### config.mk
export PLATFORM = sky130hd
export DESIGN_NAME = scratch_mailbox
export DESIGN_NICKNAME = d
export VERILOG_FILES = /design/src/rtl/smb_pkg.sv /design/src/rtl/smb_verb_dec.sv /design/src/rtl/smb_node_sel.sv /design/src/rtl/smb_scratch_pair.sv /design/src/rtl/smb_irq.sv /design/src/rtl/scratch_mailbox.sv
export SDC_FILE = /design/constraint.sdc
export NUM_CORES = 1
export LEC_CHECK = 0
export BUFFER_PORTS_ARGS = -buffer_cell sky130_fd_sc_hd__buf_2
export CORE_MARGIN = 3
export CORE_UTILIZATION = 35
export DETAILED_ROUTE_END_ITERATION = 12
export SKIP_LAST_GASP = 1
export SLEW_MARGIN = 20
export SYNTH_ARGS = -nofsm -noshare
export SYNTH_HDL_FRONTEND = slang
export SYNTH_SLANG_ARGS = --single-unit
### constraint.sdc
create_clock -name clk -period 1.5 [get_ports clk]
set_input_delay 0.3 -clock clk [delete_from_list [all_inputs] [get_ports clk]]
set_output_delay 0.3 -clock clk [all_outputs]
set_load 0.05 [all_outputs]
### src/rtl/smb_pkg.sv
package smb_pkg;

   localparam int VERB_W = 12;
   localparam int DATA_W = 8;
   localparam int WORD_W = 32;
   localparam int LANES  = WORD_W / DATA_W;
   localparam int LANE_W = $clog2(LANES);

   localparam logic [VERB_W-1:0] VB_READ_W0  = 12'hFA6;
   localparam logic [VERB_W-1:0] VB_LANE0_W0 = 12'hFA7;
   localparam logic [VERB_W-1:0] VB_READ_W1  = 12'hFAB;
   localparam logic [VERB_W-1:0] VB_LANE0_W1 = 12'hFAC;
   localparam logic [VERB_W-1:0] VB_RAISE    = 12'hF80;

   typedef struct packed {
      logic              rd;
      logic              wr;
      logic              sel1;
      logic [LANE_W-1:0] lane;
      logic              raise;
   } verb_dec_t;

endpackage

### src/rtl/smb_verb_dec.sv
module smb_verb_dec
   import smb_pkg::*;
(
   input  logic [VERB_W-1:0] verb_i,
   output verb_dec_t         dec_o
);

   localparam logic [VERB_W-1:0] LAST_W0 = VB_LANE0_W0 + VERB_W'(LANES - 1);
   localparam logic [VERB_W-1:0] LAST_W1 = VB_LANE0_W1 + VERB_W'(LANES - 1);

   logic [VERB_W-1:0] off0, off1;

   assign off0 = verb_i - VB_LANE0_W0;
   assign off1 = verb_i - VB_LANE0_W1;

   always_comb begin
      dec_o = '0;
      if (verb_i == VB_READ_W0) begin
         dec_o.rd = 1'b1;
      end else if (verb_i == VB_READ_W1) begin
         dec_o.rd   = 1'b1;
         dec_o.sel1 = 1'b1;
      end else if (verb_i >= VB_LANE0_W0 && verb_i <= LAST_W0) begin
         dec_o.wr   = 1'b1;
         dec_o.lane = off0[LANE_W-1:0];
      end else if (verb_i >= VB_LANE0_W1 && verb_i <= LAST_W1) begin
         dec_o.wr   = 1'b1;
         dec_o.sel1 = 1'b1;
         dec_o.lane = off1[LANE_W-1:0];
      end else if (verb_i == VB_RAISE) begin
         dec_o.raise = 1'b1;
      end
   end

endmodule

### src/rtl/smb_node_sel.sv
module smb_node_sel #(
   parameter int                  NUM_NODES   = 2,
   parameter int                  NODE_W      = 8,
   parameter logic [NODE_W-1:0]   NODE_BASE   = 8'h04,
   parameter logic [NODE_W-1:0]   TOGGLE_NODE = 8'h01
) (
   input  logic [NODE_W-1:0]    node_i,
   input  logic                 conv_i,
   output logic [NUM_NODES-1:0] hit_o
);

   for (genvar i = 0; i < NUM_NODES; i++) begin : g_hit
      localparam logic [NODE_W-1:0] MY_ID = NODE_BASE + NODE_W'(i);
      if (i == 0) begin : g_first
         assign hit_o[i] = conv_i ? (node_i == MY_ID) : (node_i == TOGGLE_NODE);
      end else begin : g_rest
         assign hit_o[i] = conv_i && (node_i == MY_ID);
      end
   end

endmodule

### src/rtl/smb_scratch_pair.sv
module smb_scratch_pair
   import smb_pkg::*;
(
   input  logic              clk,
   input  logic              rst_n,
   input  logic              wr_en_i,
   input  logic              sel1_i,
   input  logic [LANE_W-1:0] lane_i,
   input  logic [DATA_W-1:0] data_i,
   output logic [WORD_W-1:0] word0_o,
   output logic [WORD_W-1:0] word1_o,
   output logic              flip31_o
);

   if (WORD_W % DATA_W != 0) begin : g_bad_width
      $error("scratch word width must be a whole number of bytes");
   end

   for (genvar b = 0; b < LANES; b++) begin : g_lane
      logic [DATA_W-1:0] w0_q, w1_q;

      always_ff @(posedge clk or negedge rst_n) begin
         if (!rst_n) begin
            w0_q <= '0;
            w1_q <= '0;
         end else if (wr_en_i && lane_i == LANE_W'(b)) begin
            if (sel1_i) w1_q <= data_i;
            else        w0_q <= data_i;
         end
      end

      assign word0_o[b*DATA_W +: DATA_W] = w0_q;
      assign word1_o[b*DATA_W +: DATA_W] = w1_q;
   end

   // top lane write to word 0 that changes the most significant bit
   assign flip31_o = wr_en_i && !sel1_i && lane_i == LANE_W'(LANES - 1)
                     && (data_i[DATA_W-1] != word0_o[WORD_W-1]);

   assert_idle_holds_R4: assert property (@(posedge clk) disable iff (!rst_n)
      !wr_en_i |=> ($stable(word0_o) && $stable(word1_o)))
      else $error("scratch word changed without a write");

   assert_other_word_holds_R4: assert property (@(posedge clk) disable iff (!rst_n)
      (wr_en_i && sel1_i) |=> $stable(word0_o))
      else $error("word 0 changed on a word 1 write");

endmodule

### src/rtl/smb_irq.sv
module smb_irq (
   input  logic clk,
   input  logic rst_n,
   input  logic trig_i,
   input  logic ack_i,
   output logic pend_o
);

   always_ff @(posedge clk or negedge rst_n) begin
      if (!rst_n)      pend_o <= 1'b0;
      else if (trig_i) pend_o <= 1'b1;
      else if (ack_i)  pend_o <= 1'b0;
   end

   assert_sticky_R11: assert property (@(posedge clk) disable iff (!rst_n)
      (pend_o && !ack_i) |=> pend_o)
      else $error("pending flag dropped without acknowledge");

   assert_trig_wins_R11: assert property (@(posedge clk) disable iff (!rst_n)
      trig_i |=> pend_o)
      else $error("trigger lost");

   assert_ack_clears_R11: assert property (@(posedge clk) disable iff (!rst_n)
      (ack_i && !trig_i) |=> !pend_o)
      else $error("acknowledge did not clear flag");

endmodule

### src/rtl/scratch_mailbox.sv
module scratch_mailbox
   import smb_pkg::*;
#(
   parameter int                NUM_NODES   = 2,
   parameter int                NODE_W      = 8,
   parameter logic [NODE_W-1:0] NODE_BASE   = 8'h04,
   parameter logic [NODE_W-1:0] TOGGLE_NODE = 8'h01
) (
   input  logic                        clk,
   input  logic                        rst_n,
   input  logic                        mode_conv_i,
   input  logic                        cmd_valid_i,
   input  logic [NODE_W-1:0]           cmd_node_i,
   input  logic [VERB_W-1:0]           cmd_verb_i,
   input  logic [DATA_W-1:0]           cmd_data_i,
   output logic                        rsp_valid_o,
   output logic [WORD_W-1:0]           rsp_data_o,
   output logic [NUM_NODES*WORD_W-1:0] sink_word0_o,
   output logic [NUM_NODES*WORD_W-1:0] sink_word1_o,
   output logic                        irq_pend_o,
   input  logic                        irq_ack_i
);

   localparam int ID_SPAN = 1 << NODE_W;

   if (NUM_NODES < 1) begin : g_bad_count
      $error("NUM_NODES must be at least one");
   end
   if (int'(NODE_BASE) + NUM_NODES > ID_SPAN) begin : g_bad_range
      $error("converter node ids overflow the node id width");
   end

   verb_dec_t             dec;
   logic [NUM_NODES-1:0]  hit;
   logic [NUM_NODES-1:0]  flip;
   logic [WORD_W-1:0]     rd_mux;
   logic                  trig_toggle, trig_verb, trig;

   smb_verb_dec u_dec (
      .verb_i (cmd_verb_i),
      .dec_o  (dec)
   );

   smb_node_sel #(
      .NUM_NODES   (NUM_NODES),
      .NODE_W      (NODE_W),
      .NODE_BASE   (NODE_BASE),
      .TOGGLE_NODE (TOGGLE_NODE)
   ) u_sel (
      .node_i (cmd_node_i),
      .conv_i (mode_conv_i),
      .hit_o  (hit)
   );

   for (genvar i = 0; i < NUM_NODES; i++) begin : g_pair
      smb_scratch_pair u_pair (
         .clk      (clk),
         .rst_n    (rst_n),
         .wr_en_i  (cmd_valid_i && dec.wr && hit[i]),
         .sel1_i   (dec.sel1),
         .lane_i   (dec.lane),
         .data_i   (cmd_data_i),
         .word0_o  (sink_word0_o[i*WORD_W +: WORD_W]),
         .word1_o  (sink_word1_o[i*WORD_W +: WORD_W]),
         .flip31_o (flip[i])
      );
   end

   always_comb begin
      rd_mux = '0;
      for (int i = 0; i < NUM_NODES; i++) begin
         if (hit[i]) begin
            rd_mux = rd_mux | (dec.sel1 ? sink_word1_o[i*WORD_W +: WORD_W]
                                        : sink_word0_o[i*WORD_W +: WORD_W]);
         end
      end
   end

   assign trig_toggle = !mode_conv_i && cmd_valid_i && (|(flip & hit));
   assign trig_verb   = mode_conv_i && cmd_valid_i && dec.raise && (|hit)
                        && (cmd_data_i != '0);
   assign trig        = trig_toggle || trig_verb;

   smb_irq u_irq (
      .clk    (clk),
      .rst_n  (rst_n),
      .trig_i (trig),
      .ack_i  (irq_ack_i),
      .pend_o (irq_pend_o)
   );

   always_ff @(posedge clk or negedge rst_n) begin
      if (!rst_n) begin
         rsp_valid_o <= 1'b0;
         rsp_data_o  <= '0;
      end else begin
         rsp_valid_o <= cmd_valid_i;
         rsp_data_o  <= (cmd_valid_i && dec.rd) ? rd_mux : '0;
      end
   end

   assert_rsp_follows_R2: assert property (@(posedge clk) disable iff (!rst_n)
      cmd_valid_i |=> rsp_valid_o)
      else $error("missing response strobe");

   assert_rsp_quiet_R2: assert property (@(posedge clk) disable iff (!rst_n)
      !cmd_valid_i |=> !rsp_valid_o)
      else $error("response strobe without command");

   assert_nonread_zero_R5: assert property (@(posedge clk) disable iff (!rst_n)
      (cmd_valid_i && !dec.rd) |=> (rsp_data_o == '0))
      else $error("nonzero response to a non-read verb");

   assert_one_node_R7: assert property (@(posedge clk) disable iff (!rst_n)
      $onehot0(hit))
      else $error("several register pairs addressed at once");

   assert_toggle_raises_R8: assert property (@(posedge clk) disable iff (!rst_n)
      (!mode_conv_i && !$past(mode_conv_i) && $changed(sink_word0_o[WORD_W-1]))
      |-> irq_pend_o)
      else $error("bit 31 change did not raise the interrupt");

   assert_toggle_no_verb_R10: assert property (@(posedge clk) disable iff (!rst_n)
      (!mode_conv_i && !trig_toggle && !irq_pend_o) |=> !irq_pend_o)
      else $error("interrupt raised in toggle mode without bit 31 change");

endmodule

# Yosys cells after proc, flatten, opt, wreduce, memory -nomap -nowiden
# Index checks and enable logic that the tools add are counted.
dict set report totals {
  reg_bits 162
  latch_bits 0
  mem_bits_rw 0
  mem_bits_ro 0
  input_bits 33
  out_inout_bits 162
  wordCells 111
  memories 0
}
dict set report op_classes {
  add_sub_neg 2
  multipliers 0
  n_div 0
  order_cmp 4
  n_eq_ne 11
  shift 0
  mux 21
  bitwise 3
  reduce_logical 51
}
# cell count
set ops {}
lappend ops {{$mux W32} 5}
lappend ops {{$eq A12 B12 Y1 const B} 3}
lappend ops {{$or A32 B32 Y32} 1}
lappend ops {{$reduce_and A2 Y1} 16}
lappend ops {{$logic_and A1 B1 Y1} 27}
lappend ops {{$ge A12 B12 Y1 const B} 2}
lappend ops {{$le A12 B12 Y1 const B} 2}
lappend ops {{$eq A8 B3 Y1 const B} 2}
lappend ops {{$mux W1} 12}
lappend ops {{$eq A8 B1 Y1 const B} 1}
lappend ops {{$reduce_bool A8 Y1} 1}
lappend ops {{$mux W5} 1}
lappend ops {{$eq A2 B2 Y1 const B} 2}
lappend ops {{$mux W4} 1}
lappend ops {{$reduce_or A2 Y1} 2}
lappend ops {{$mux W3} 1}
lappend ops {{$and A2 B2 Y2} 1}
lappend ops {{$eq A2 B1 Y1 const B} 1}
lappend ops {{$logic_not A1 Y1} 2}
lappend ops {{$logic_not A2 Y1} 1}
lappend ops {{$mux W2} 1}
lappend ops {{$ne A1 B1 Y1} 2}
lappend ops {{$reduce_bool A2 Y1} 1}
lappend ops {{$sub A2 B1 Y2 const B} 1}
lappend ops {{3 further kinds} 3}

# Longest topological paths before layout
# Gate-level depths: netlist of the first run.
dict set report depth {
  depth_word 16
  ltp_mapped 9
  ltp_nobuf 7
}

# Modules after synthesis
# A second synthesis of the first run with hierarchy kept.
dict set report unflattened {
  cells_unflattened 522
  hier_area_um2 7541.0
}
# mod instances cells_each area_each_um2 seq_area_each_um2
set modules_own_cells {}
lappend modules_own_cells {smb_scratch_pair 2 146 2478.6 1601.5}
lappend modules_own_cells {scratch_mailbox 1 189 2210.9 825.8}
lappend modules_own_cells {smb_verb_dec 1 32 276.5 0.0}
lappend modules_own_cells {smb_node_sel 1 6 60.1 0.0}
lappend modules_own_cells {smb_irq 1 3 36.3 25.0}

# Worst setup path after synthesis of the first run
# OpenSTA, ideal clock, no wires.
dict set report synth_path {
  path_kind {input -> register}
  from {input cmd_verb_i[0]}
  to {register g_pair[0].u_pair.g_lane[2].w0_q[0]}
  setup_ns 0.125
  t_arrival_ns 2.120
  required_ns 1.375
  setup_slack_ns -0.744
  path_stages 8
  path_buffers 2
  cell_sequence {buf_6 inv_1 ha_1 o2111ai_2 a221o_2 buf_2 nor3_4 mux2_2}
}
dict set report synth_between {
  elab_chain_len 10
  word_cells_on_any_way 24
  classes_between {2 x add/sub; 4 x order compare; 3 x eq/ne; 8 x mux; 1 x bitwise; 6 x reduce/logical}
}
# item line_no
set synth_rtl {}
lappend synth_rtl {{start: declaration} scratch_mailbox.sv:14} ;# input logic [VERB_W-1:0] cmd_verb_i,
lappend synth_rtl {{$ge A12 B12 Y1 / $le A12 B12 Y1 (equally long branches)} smb_verb_dec.sv:26} ;# end else if (verb_i >= VB_LANE0_W1 && verb_i <= LAST_W1) begin
lappend synth_rtl {{$logic_and A1 B1 Y1} smb_verb_dec.sv:26}
lappend synth_rtl {{$mux W4} smb_verb_dec.sv:26}
lappend synth_rtl {{$mux W1} smb_verb_dec.sv:23} ;# end else if (verb_i >= VB_LANE0_W0 && verb_i <= LAST_W0) begin
lappend synth_rtl {{$mux W1} smb_verb_dec.sv:20} ;# end else if (verb_i == VB_READ_W1) begin
lappend synth_rtl {{$mux W5 (*)} smb_verb_dec.sv:18} ;# if (verb_i == VB_READ_W0) begin
lappend synth_rtl {{$logic_and A1 B1 Y1 (2 in a row)} scratch_mailbox.sv:59} ;# .wr_en_i (cmd_valid_i && dec.wr && hit[i]),
lappend synth_rtl {{$logic_and A1 B1 Y1} smb_scratch_pair.sv:26} ;# end else if (wr_en_i && lane_i == LANE_W'(b)) begin
lappend synth_rtl {{$reduce_and A2 Y1 (no line) (*)} --}
lappend synth_rtl {{end signal: assignment} smb_scratch_pair.sv:28} ;# else w0_q <= data_i;
lappend synth_rtl {{end: declaration} smb_scratch_pair.sv:20} ;# logic [DATA_W-1:0] w0_q, w1_q;
# Mark *: on every way between the ends. The rest lies on a longest branch, timed or not.
# A chain may end at the register's enable or synchronous reset.

# Worst setup path in the final report of the first run
dict set report layout_path {
  from {input cmd_verb_i[0]}
  to {register g_pair[0].u_pair.g_lane[2].w0_q[5]}
}
# The elaborated chain is that of the path after synthesis.

==> results of run 1 <==
sequential cells by signal (all words and copies together) (netlist names):
name                       flops
rsp_valid_o                    1
g_pair.u_pair.g_lane.w1_q     64
rsp_data_o                    32
g_pair.u_pair.g_lane.w0_q     64
u_irq.pend_o                   1
synth_stat cells, types with 5 or more instances:
master | instances | area, um^2
and2_1 | 32 | 200
buf_2 | 11 | 55.1
clkbuf_1 | 18 | 67.6
dfrtp_1 | 162 | 4050
inv_1 | 5 | 18.8
mux2_2 | 121 | 1360
mux2_4 | 5 | 75.1
mux2i_1 | 64 | 641
nand2_1 | 6 | 22.5
nor2_1 | 5 | 18.8
nor4_1 | 5 | 31.3
nor4_4 | 8 | 170
o22ai_1 | 33 | 206
where the power goes:
group	switching, mW	leakage, nW	internal (mW)
clock	1.83	0.295	2.69
combinational	0.299	2.99	0.181
sequential	0.000734	2.26	4.37
timing repair:
item | in CTS | in global routing
resized for setup | 125 | 51
endpoints found under the hold margin | 14 | 0
cloned | 10 | 0
pin swaps | 27 | 18
buffers inserted | 28 | 7
hold buffers | 1 | 0
endpoints found under the setup margin | 161 | 164
per-stage QoR:
| stage | cell area, um^2 | total power, mW |
|---|---|---|
| detailed placement | 9560 | 4.87 |
| global route | 11300 | 9.65 |
| global placement | 9560 | 4.85 |
| floorplan | 7750 | 4.58 |
| finish | 11300 | 9.37 |
| CTS | 11100 | 9.41 |
per-layer routing:
layer | track usage | wire (um) | up-vias
met5 | 0 | 0 | -
met4 | 0.0745 | 582 | 0
met3 | 0.0412 | 1290 | 37
met2 | 0.363 | 12700 | 193
met1 | 0.276 | 10400 | 2985
li1 | - | - | 2548
final cells by class:
cell class,instances,area share
Multi-Input combinational cell,335,0.346
Tap cell,270,0.0299
Clock inverter,10,0.0109
Inverter,5,0.00211
Sequential cell,162,0.359
Timing Repair Buffer,305,0.209
Clock buffer,22,0.0438
worst max-delay path by stage:
stage | start | endpoint | slack (ns)
2_1_floorplan | cmd_verb_i[0] | g_pair[1].u_pair.g_lane[1].w1_q[6]$_DFFE_PN0P_ | -0.68
5_1_grt | cmd_node_i[1] | g_pair[0].u_pair.g_lane[1].w0_q[1]$_DFFE_PN0P_ | -0.41
3_5_place_dp | cmd_node_i[1] | g_pair[1].u_pair.g_lane[1].w1_q[1]$_DFFE_PN0P_ | -0.91
3_3_place_gp | cmd_verb_i[6] | g_pair[0].u_pair.g_lane[2].w1_q[4]$_DFFE_PN0P_ | -0.91
6_report | cmd_verb_i[0] | g_pair[0].u_pair.g_lane[2].w0_q[5]$_DFFE_PN0P_ | -0.34
4_1_cts | cmd_verb_i[1] | g_pair[1].u_pair.g_lane[2].w0_q[0]$_DFFE_PN0P_ | -0.34
worst max-delay path, cell delays in order:
cell,delay [ns]
buf_12,0.11
ha_4,0.17
buf_4,0.14
o21ai_4,0.14
o211ai_1,0.12
a221o_2,0.46
nor3_4,0.23
buf_12,0.17
mux2_4,0.30
logic make-up (layout without fill, tap and decap cells):
logic type,Yosys count,after routing
AO/OA/AOI/OAI,55,55
buffers and inverters,41,342
multiplexers,192,192
AND/OR/NAND/NOR,85,85
adder cells (fa/ha/maj),3,3
flip-flops,162,162
==> reports/qor.txt, run 1 <==
worst r2r path cells: 3
crit-path max FO: 8
Yosys reg bits: 162
syn_area_per_cell: 13.9 um^2
Hold Slack: 0.125 ns
max cap viols: 0
I/O Buffers: 194
Post-synth EDFFs: 0
Slew @ Worst Pin: 0.635 ns
Die H: 152 um
hold depth: 2
dpl ws: -0.910 ns
total grt overflow: 0
Tcrit/Tclk final: 1.23
DR vias/cell: 5.20
Worst Clk Skew: 0.00837 ns
RD Place Congestion: 0.877
Yosys cell types: 53
Crit. End Element: flop
Tmin final: 1.84 ns
Syn Inst Count: 538
setup TNS: -37.13 ns
simple-gate share of the synthesized area: 0.0935
final core occ: 0.547
clock root buffer: clkbuf_16
core area: 0.0206 mm^2
Syn. warnings: 0
cts bufs inserted: 17
Boundary Pins: 195
Post-Route WL: 25.0 mm
clk buf depth: 2
commonest cells after routing, fill and taps aside: buf_2, dfrtp_1, mux2_4
Cell Rows: 52
element type at the critical path start: input pin
drt initial violations: 331
Seq. cell area: 0.00405 mm^2
adder-cell share of the synthesized area: 0.00502
area of the multi-input gates: 0.00390 mm^2
Final ANT Viol Nets: 0
static leakage: 5.55 nW
Max Transition Viols Final: 0
Hold Vio Cnt, Final: 0
Compound-Gate Fraction of Synth Area: 0.0540
largest family of logic cells by synthesized area: multiplexers
Final Non-Filler Cells: 1109
commonest non-fill, non-tap cell in the layout: buf_2
relative slew slack: 0.573
arrival time worst endpoint: 2.15 ns
GRT Util Overall: 0.214
failing checks: negative setup slack
PnR worst setup slack: -0.341 ns
Starting Density: 0.363
Final Setup Violations: 162
P&R area growth vs syn: 50.9%
initial antenna violation count: 0
DR vias: 5763
Die Footprint: 0.0232 mm^2
reg2reg start: g_pair[1].u_pair.g_lane[3].w0_q[7]$_DFFE_PN0P_
hold_sp: cmd_valid_i
largest net degree at the start of global routing: 54
maximum clock rate: 543 MHz
Worst Hold End: rsp_valid_o$_DFF_PN0_
worst skew pair latency: 0.43 ns
TritonCTS clock tree: yes
DR DRC count: 0
post-synthesis xor/xnor area fraction: 0
number of diodes: 0
fillers: 1704
unrepaired setup endpoints after global routing: true
number of H-tree levels: 4
status: finished with violations
share of post-route cells with drive strength above 1: 0.619
predominant post-synthesis flop cell: dfrtp_1
mux contribution to synthesized area: 0.281
synthesized net count: 574
ys async rst share: 1.00
Setup CP Type: in -> reg
Die X-Extent: 152 um
DP Wirelength: 16.5 mm
register area share after synthesis: 0.542
required time of the critical path: 1.81 ns
Hold Crit Class: in -> reg
drt pass-1 iters: 5
RR Endpoint: u_irq.pend_o$_DFFE_PN0P_
first-pass GRT wire length: 38.8 mm
Max IR drop VDD: 0.000634 V
drt wl/cell: 22.5 um
Post-Syn Area: 0.00748 mm^2
Clock Sinks: 162
pwr/cell area: 830 mW/mm^2
nets: 862
clock-pin slew on the worst setup and hold paths: 0.07 ns
R2R Setup Slk: 0.29 ns
DP Cell Count: 1041
vias in the first global route: 6228
(Power assumes the default switching activity.)
==> run 2, diff against run 1 <==
--- a/config.mk
+++ b/config.mk
@@ -10,7 +10,6 @@
 export CORE_UTILIZATION = 35
 export DETAILED_ROUTE_END_ITERATION = 12
 export SKIP_LAST_GASP = 1
-export SLEW_MARGIN = 20
 export SYNTH_ARGS = -nofsm -noshare
 export SYNTH_HDL_FRONTEND = slang
 export SYNTH_SLANG_ARGS = --single-unit
==> constraint.sdc (replaced) <==
create_clock -name clk -period 1.5 [get_ports clk]
set_input_delay 0.3 -clock clk [delete_from_list [all_inputs] [get_ports clk]]
set_output_delay 0.3 -clock clk [all_outputs]
set_load 0.02 [all_outputs]
==> reports/qor.txt, run 2 (synthesis results as in run 1) <==
max incr delay on CP: 0.46 ns (about the same)
drt wl/cell: 22.1 um (-1.8%)
critical-path cell list: buf_8 -> ha_4 -> buf_4 -> o21ai_4 -> o211ai_1 -> a221o_2 -> nor3_4 -> buf_12 -> mux2_2
DR vias: 5771 (+0.14%)
worst path buffer plus inverter count: 3 (unchanged)
failing checks: negative setup slack
M2 GR Usage: 0.352 (-0.0108)
RD Place Congestion: 0.864 (-1.6%)
DP Cell Count: 1051 (+0.96%)
Tot Pwr: 9.26 mW (-1.1%)
GRT Util Overall: 0.210 (-0.00414)
Setup CP Type: in -> reg
Final ANT Viol Nets: 0 (unchanged)
Final Setup Violations: 161 (-0.62%)
M3 GR Usage: 0.0579 (+0.0168)
Die Footprint: 0.0232 mm^2 (unchanged)
Starting Density: 0.363 (unchanged)
max cap viols: 0 (unchanged)
Die H: 152 um (unchanged)
unrepaired setup endpoints after global routing: true
setup TNS: -40.53 ns (-3.40 ns)
crit-path max FO: 8 (unchanged)
maximum clock rate: 535 MHz (-1.6%)
relative slew slack: 0.672 (+0.0990)
drt pass-1 iters: 4 (-1)
CP max stage cell: a221o_2
DR vias/cell: 5.19 (about the same)
Max Transition Viols Final: 0 (unchanged)
commonest non-fill, non-tap cell in the layout: buf_2
Boundary Pins: 195 (unchanged)
Hold Slack: 0.110 ns (-0.0148 ns)
Cell Rows: 52 (unchanged)
Tcrit/Tclk final: 1.25 (+0.0196)
commonest cells after routing, fill and taps aside: buf_2, dfrtp_1, mux2_4
arrival time worst endpoint: 2.18 ns (+0.03 ns)
required time of the critical path: 1.81 ns (about the same)
core area: 0.0206 mm^2 (unchanged)
first-pass GRT wire length: 37.8 mm (-2.8%)
Post-Route WL: 24.5 mm (-1.6%)
drt initial violations: 307 (-7.3%)
total grt overflow: 0 (unchanged)
status: finished with violations
Tmin final: 1.87 ns (+0.0294 ns)
design area: 0.0111 mm^2 (-1.4%)
Top delay family on crit path: compound AO/OA/AOI/OAI gates
clock-pin slew on the worst setup and hold paths: 0.06 ns (about the same)
DP Wirelength: 16.6 mm (+0.42%)
element type at the critical path start: input pin
PnR worst setup slack: -0.370 ns (-0.0294 ns)
Final Non-Filler Cells: 1111 (+0.18%)
initial antenna violation count: 0 (unchanged)
cts bufs inserted: 17 (unchanged)
number of diodes: 0 (unchanged)
share of post-route cells with drive strength above 1: 0.615 (-0.00385)
Slew @ Worst Pin: 0.488 ns (-0.147 ns)
largest net degree at the start of global routing: 38 (-30%)
static leakage: 5.50 nW (-0.92%)
Hold Vio Cnt, Final: 0 (unchanged)
Die X-Extent: 152 um (unchanged)
Clock Sinks: 162 (unchanged)
Worst Clk Skew: 0.00816 ns (-0.000210 ns)
Crit. End Element: flop
Hold Crit Class: in -> reg
Top Registers: g_pair.u_pair.g_lane.w0_q: 64 flops, g_pair.u_pair.g_lane.w1_q: 64 flops, rsp_data_o: 32 flops
global routing met1 resource utilization: 0.265 (-0.0111)
dpl cell area: 0.00968 mm^2 (+1.3%)
DR DRC count: 0 (unchanged)
Max IR drop VDD: 0.000449 V (-29%)
pwr/cell area: 832 mW/mm^2 (+0.32%)
worst skew pair latency: 0.43 ns (about the same)
number of H-tree levels: 4 (unchanged)
clk buf depth: 2 (unchanged)
vias in the first global route: 6208 (-0.32%)
I/O Buffers: 194 (unchanged)
TritonCTS clock tree: yes
nets: 864 (+0.23%)
most used routing layer: met2
P&R area growth vs syn: 48.8%
clock root buffer: clkbuf_16
run 2: worst paths after layout:
kind / start / end / slack (ns) / cells past startpoint
setup / recovery: cmd_verb_i[1] / g_pair[0].u_pair.g_lane[2].w0_q[0]$_DFFE_PN0P_ / -0.37 / 9
hold / removal: cmd_valid_i / rsp_valid_o$_DFF_PN0_ / 0.11 / 2
setup reg to reg: g_pair[1].u_pair.g_lane[3].w0_q[7]$_DFFE_PN0P_ / u_irq.pend_o$_DFFE_PN0P_ / 0.35 / 4
hold reg to reg: g_pair[0].u_pair.g_lane[1].w1_q[1]$_DFFE_PN0P_ / g_pair[0].u_pair.g_lane[1].w1_q[1]$_DFFE_PN0P_ / 0.54 / 1
max in group asynchronous: rst_n / rsp_data_o[18]$_DFF_PN0_ / 0.63 / 3
min in group asynchronous: rst_n / rsp_data_o[5]$_DFF_PN0_ / 0.31 / 2
run 2: where the power goes:
group	leakage, nW	internal (mW)	switching, mW
Sequential	2.26	4.37	0.000551
Combinational	2.95	0.193	0.298
Clock	0.287	2.56	1.84
Total	5.50	7.13	2.14
run 2: what timing repair did:
action,CTS,global route
setup buffers,22,2
hold buffers,1,0
pin swaps,26,19
hold endpoints to repair,14,0
gates cloned,8,0
gates resized for setup,101,30
setup endpoints to repair,161,161
run 2: per-stage QoR:
stage	setup WS (ns)	utilization
after global placement	-0.952	0.469
after floorplan	-0.685	-
after CTS	-0.372	0.536
after detailed placement	-0.967	0.469
after global routing	-0.430	0.540
final	-0.370	0.540
run 2: per-layer routing:
metal  share of wire  wire length (um)  up-vias
li1                -                 -     2550
met2            0.51             12500      209
met3           0.064              1580       43
met5               0                 0        -
met4           0.021               510        0
met1            0.41              9980     2969
run 2: final cells by class:
class | count | area [um^2]
flip-flops and latches | 162 | 4050
multi-input cells | 335 | 3780
fillers | 1725 | 9490
clock buffers | 19 | 453
repair buffers | 307 | 2340
well taps | 270 | 338
inverters | 5 | 23.8
clock inverters | 13 | 149
==> run 3, diff against run 2 <==
--- a/config.mk
+++ b/config.mk
@@ -5,6 +5,7 @@
 export SDC_FILE = /design/constraint.sdc
 export NUM_CORES = 1
 export LEC_CHECK = 0
+export ABC_AREA = 1
 export BUFFER_PORTS_ARGS = -buffer_cell sky130_fd_sc_hd__buf_2
 export CORE_MARGIN = 3
 export CORE_UTILIZATION = 35
==> reports/qor.txt, run 3 <==
status: finished with violations
failing checks: negative setup slack
core area: 0.0205 mm^2 (-0.63%)
Boundary Pins: 195 (unchanged)
pwr/cell area: 847 mW/mm^2 (+1.8%)
Hold Slack: 0.140 ns (+0.0296 ns)
reg2reg start: g_pair[0].u_pair.g_lane[3].w0_q[7]$_DFFE_PN0P_
Post-synth EDFFs: 0 (unchanged)
worst r2r path cells: 6 (+2)
R2R Setup Slk: 0.34 ns (about the same)
commonest cells after routing, fill and taps aside: buf_2, dfrtp_1, o21ai_1
top cells by count, synth: dfrtp_1, nand2_1, nor2_1
drt wl/cell: 20.6 um (-6.7%)
Final Non-Filler Cells: 1352 (+22%)
area leader, netlist: dfrtp_1
crit-path max FO: 8 (unchanged)
clock-pin slew on the worst setup and hold paths: 0.07 ns (about the same)
syn_area_per_cell: 9.33 um^2 (-33%)
clock root buffer: clkbuf_16
clk buf depth: 2 (unchanged)
first-pass GRT wire length: 39.5 mm (+4.5%)
commonest non-fill, non-tap cell in the layout: buf_2
Hold Vio Cnt, Final: 0 (unchanged)
ys async rst share: 1.00 (unchanged)
CP max stage cell: and2_4
RR Endpoint: u_irq.pend_o$_DFFE_PN0P_
P&R area growth vs syn: 52.4%
max cap viols: 0 (unchanged)
cts bufs inserted: 17 (unchanged)
register area share after synthesis: 0.547 (+0.00531)
maximum clock rate: 581 MHz (+8.6%)
Yosys reg bits: 162 (unchanged)
Worst Clk Skew: 0.0110 ns (+0.00281 ns)
RD Place Congestion: 0.803 (-7.0%)
number of diodes: 0 (unchanged)
static leakage: 5.60 nW (+1.8%)
drt pass-1 iters: 5 (+1)
vias in the first global route: 6605 (+6.4%)
DR DRC count: 0 (unchanged)
Max Transition Viols Final: 0 (unchanged)
Crit. End Element: flop
Tcrit/Tclk final: 1.15 (-0.0986)
nets: 1105 (+28%)
Syn Inst Count: 794 (+48%)
max incr delay on CP: 0.28 ns (-0.18 ns)
Slew @ Worst Pin: 0.412 ns (-0.0759 ns)
share of post-route cells with drive strength above 1: 0.513 (-0.102)
PnR worst setup slack: -0.222 ns (+0.148 ns)
Final Setup Violations: 161 (unchanged)
Die X-Extent: 152 um (-0.47%)
largest net degree at the start of global routing: 43 (+13%)
most frequent cell after synthesis: dfrtp_1
Syn. warnings: 0 (unchanged)
Die Footprint: 0.0230 mm^2 (-0.93%)
I/O Buffers: 194 (unchanged)
total grt overflow: 0 (unchanged)
DP Wirelength: 16.8 mm (+1.0%)
Post-Syn Area: 0.00741 mm^2 (-0.97%)
DR vias: 7043 (+22%)
dpl ws: -0.643 ns (+0.323 ns)
Clock Sinks: 162 (unchanged)
unrepaired setup endpoints after global routing: true
number of H-tree levels: 4 (unchanged)
worst setup path startpoint: cmd_verb_i[0]
required time of the critical path: 1.80 ns (about the same)
Top Registers: g_pair.u_pair.g_lane.w0_q: 64 flops, g_pair.u_pair.g_lane.w1_q: 64 flops, rsp_data_o: 32 flops
Final ANT Viol Nets: 0 (unchanged)
Starting Density: 0.362 (-0.00124)
Max IR drop VDD: 0.000704 V (+57%)
fillers: 1837 (+6.5%)
DP Cell Count: 1273 (+21%)
Tmin final: 1.72 ns (-0.148 ns)
Cell Rows: 52 (unchanged)
DR vias/cell: 5.21 (+0.29%)
drt initial violations: 485 (+58%)
predominant post-synthesis flop cell: dfrtp_1
Hold Crit Class: in -> reg
element type at the critical path start: input pin
critical-path cell list: buf_2 -> inv_2 -> ha_1 -> nand3_1 -> a21oi_2 -> inv_2 -> nand3_4 -> buf_6 -> and2_4 -> buf_12 -> nand3_4 -> nand2_1 -> o21ai_1
relative slew slack: 0.723 (+0.0511)
arrival time worst endpoint: 2.03 ns (-0.15 ns)
Setup CP Type: in -> reg
Synth top area share: 0.547 (+0.00531)
Critical Path End: g_pair[1].u_pair.g_lane[2].w0_q[1]$_DFFE_PN0P_
Post-Route WL: 27.9 mm (+13%)
worst skew pair latency: 0.42 ns (about the same)
initial antenna violation count: 0 (unchanged)
GRT Util Overall: 0.228 (+0.0182)
synthesized net count: 830 (+45%)
top post-synthesis cells by area: dfrtp_1, nand2_1, o21ai_0, nor2_1, o21ai_2
TritonCTS clock tree: yes
Yosys cell types: 34 (-36%)
Die H: 152 um (-0.47%)
run 3: cell count changes in the layout (fill, tap and decap cells not counted), moves of 52 or more:
cell,previous run,this run
mux2i_1,58,0
mux2_4,86,0
nand2_1,4,71
nand2_2,4,56
o21ai_1,0,98
nor2_1,2,82
run 3: final cells by class:
cell class              count  area, um^2  area share
flip-flops and latches    162        4050       0.359
multi-input cells         569        3850       0.341
repair buffers            291        2250       0.199
clock buffers              25         515      0.0457
well taps                 270         338      0.0299
inverters                  28         156      0.0139
clock inverters             7         119      0.0105
run 3: worst max-delay path, delay by kind of cell:
kind            cells  cell delay (ns)
buf+inv             5             0.57
compound gates      2             0.31
simple gates        5             0.70
fa+ha+maj           1             0.14
run 3: routing by layer:
layer / wire (um) / GRT usage / up-vias
met1: 12000 / 0.311 / 3485
met5: 0 / 0 / -
li1: - / - / 3243
met3: 1830 / 0.0449 / 38
met4: 551 / 0.0597 / 0
met2: 13500 / 0.375 / 277
run 3: logic make-up (layout without fill, tap and decap cells):
kind of cell	count (synthesis)	in the layout	synth area share
compound gates	232	232	0.181
flops	162	162	0.547
fa+ha+maj	3	3	0.00507
xor+xnor	2	2	0.00236
simple gates	321	332	0.215
buf+inv	74	351	0.0496
run 3: report_power, final:
group          internal (mW)  total (mW)  switching, mW  leakage (nW)
clock                   2.90        4.70           1.80         0.306
combinational          0.173       0.497          0.324          3.03
sequential              4.37        4.37        0.00153          2.26
run 3: repair_timing:
action                                 in CTS  in global routing
setup endpoints to repair                 157                161
pin swaps                                  33                 68
buffers inserted                           18                 11
gates resized for setup                    96                197
hold buffers                                1                  0
endpoints found under the hold margin      31                  0
gates cloned                               10                 10
run 3: worst min path at each step:
stage	cells past startpoint	to	slack [ns]	startpoint
3_5_place_dp	1	rsp_data_o[7]$_DFF_PN0_	0.24	rst_n
2_1_floorplan	0	g_pair[0].u_pair.g_lane[0].w0_q[0]$_DFFE_PN0P_	0.004	rst_n
5_1_grt	2	rsp_valid_o$_DFF_PN0_	0.11	cmd_valid_i
3_3_place_gp	1	rsp_data_o[3]$_DFF_PN0_	0.23	rst_n
4_1_cts	2	rsp_valid_o$_DFF_PN0_	0.11	cmd_valid_i
6_report	2	rsp_valid_o$_DFF_PN0_	0.14	cmd_valid_i
run 3: per-stage QoR:
stage	setup TNS [ns]	instance area [um^2]	total power, mW	util
global placement	-89.59	9140	4.87	0.446
finish	-21.74	11300	9.57	0.551
detailed placement	-93.74	9140	4.87	0.446
global route	-34.50	11300	9.86	0.551
floorplan	-39.93	7540	4.58	-
CTS	-8.12	10400	9.59	0.510
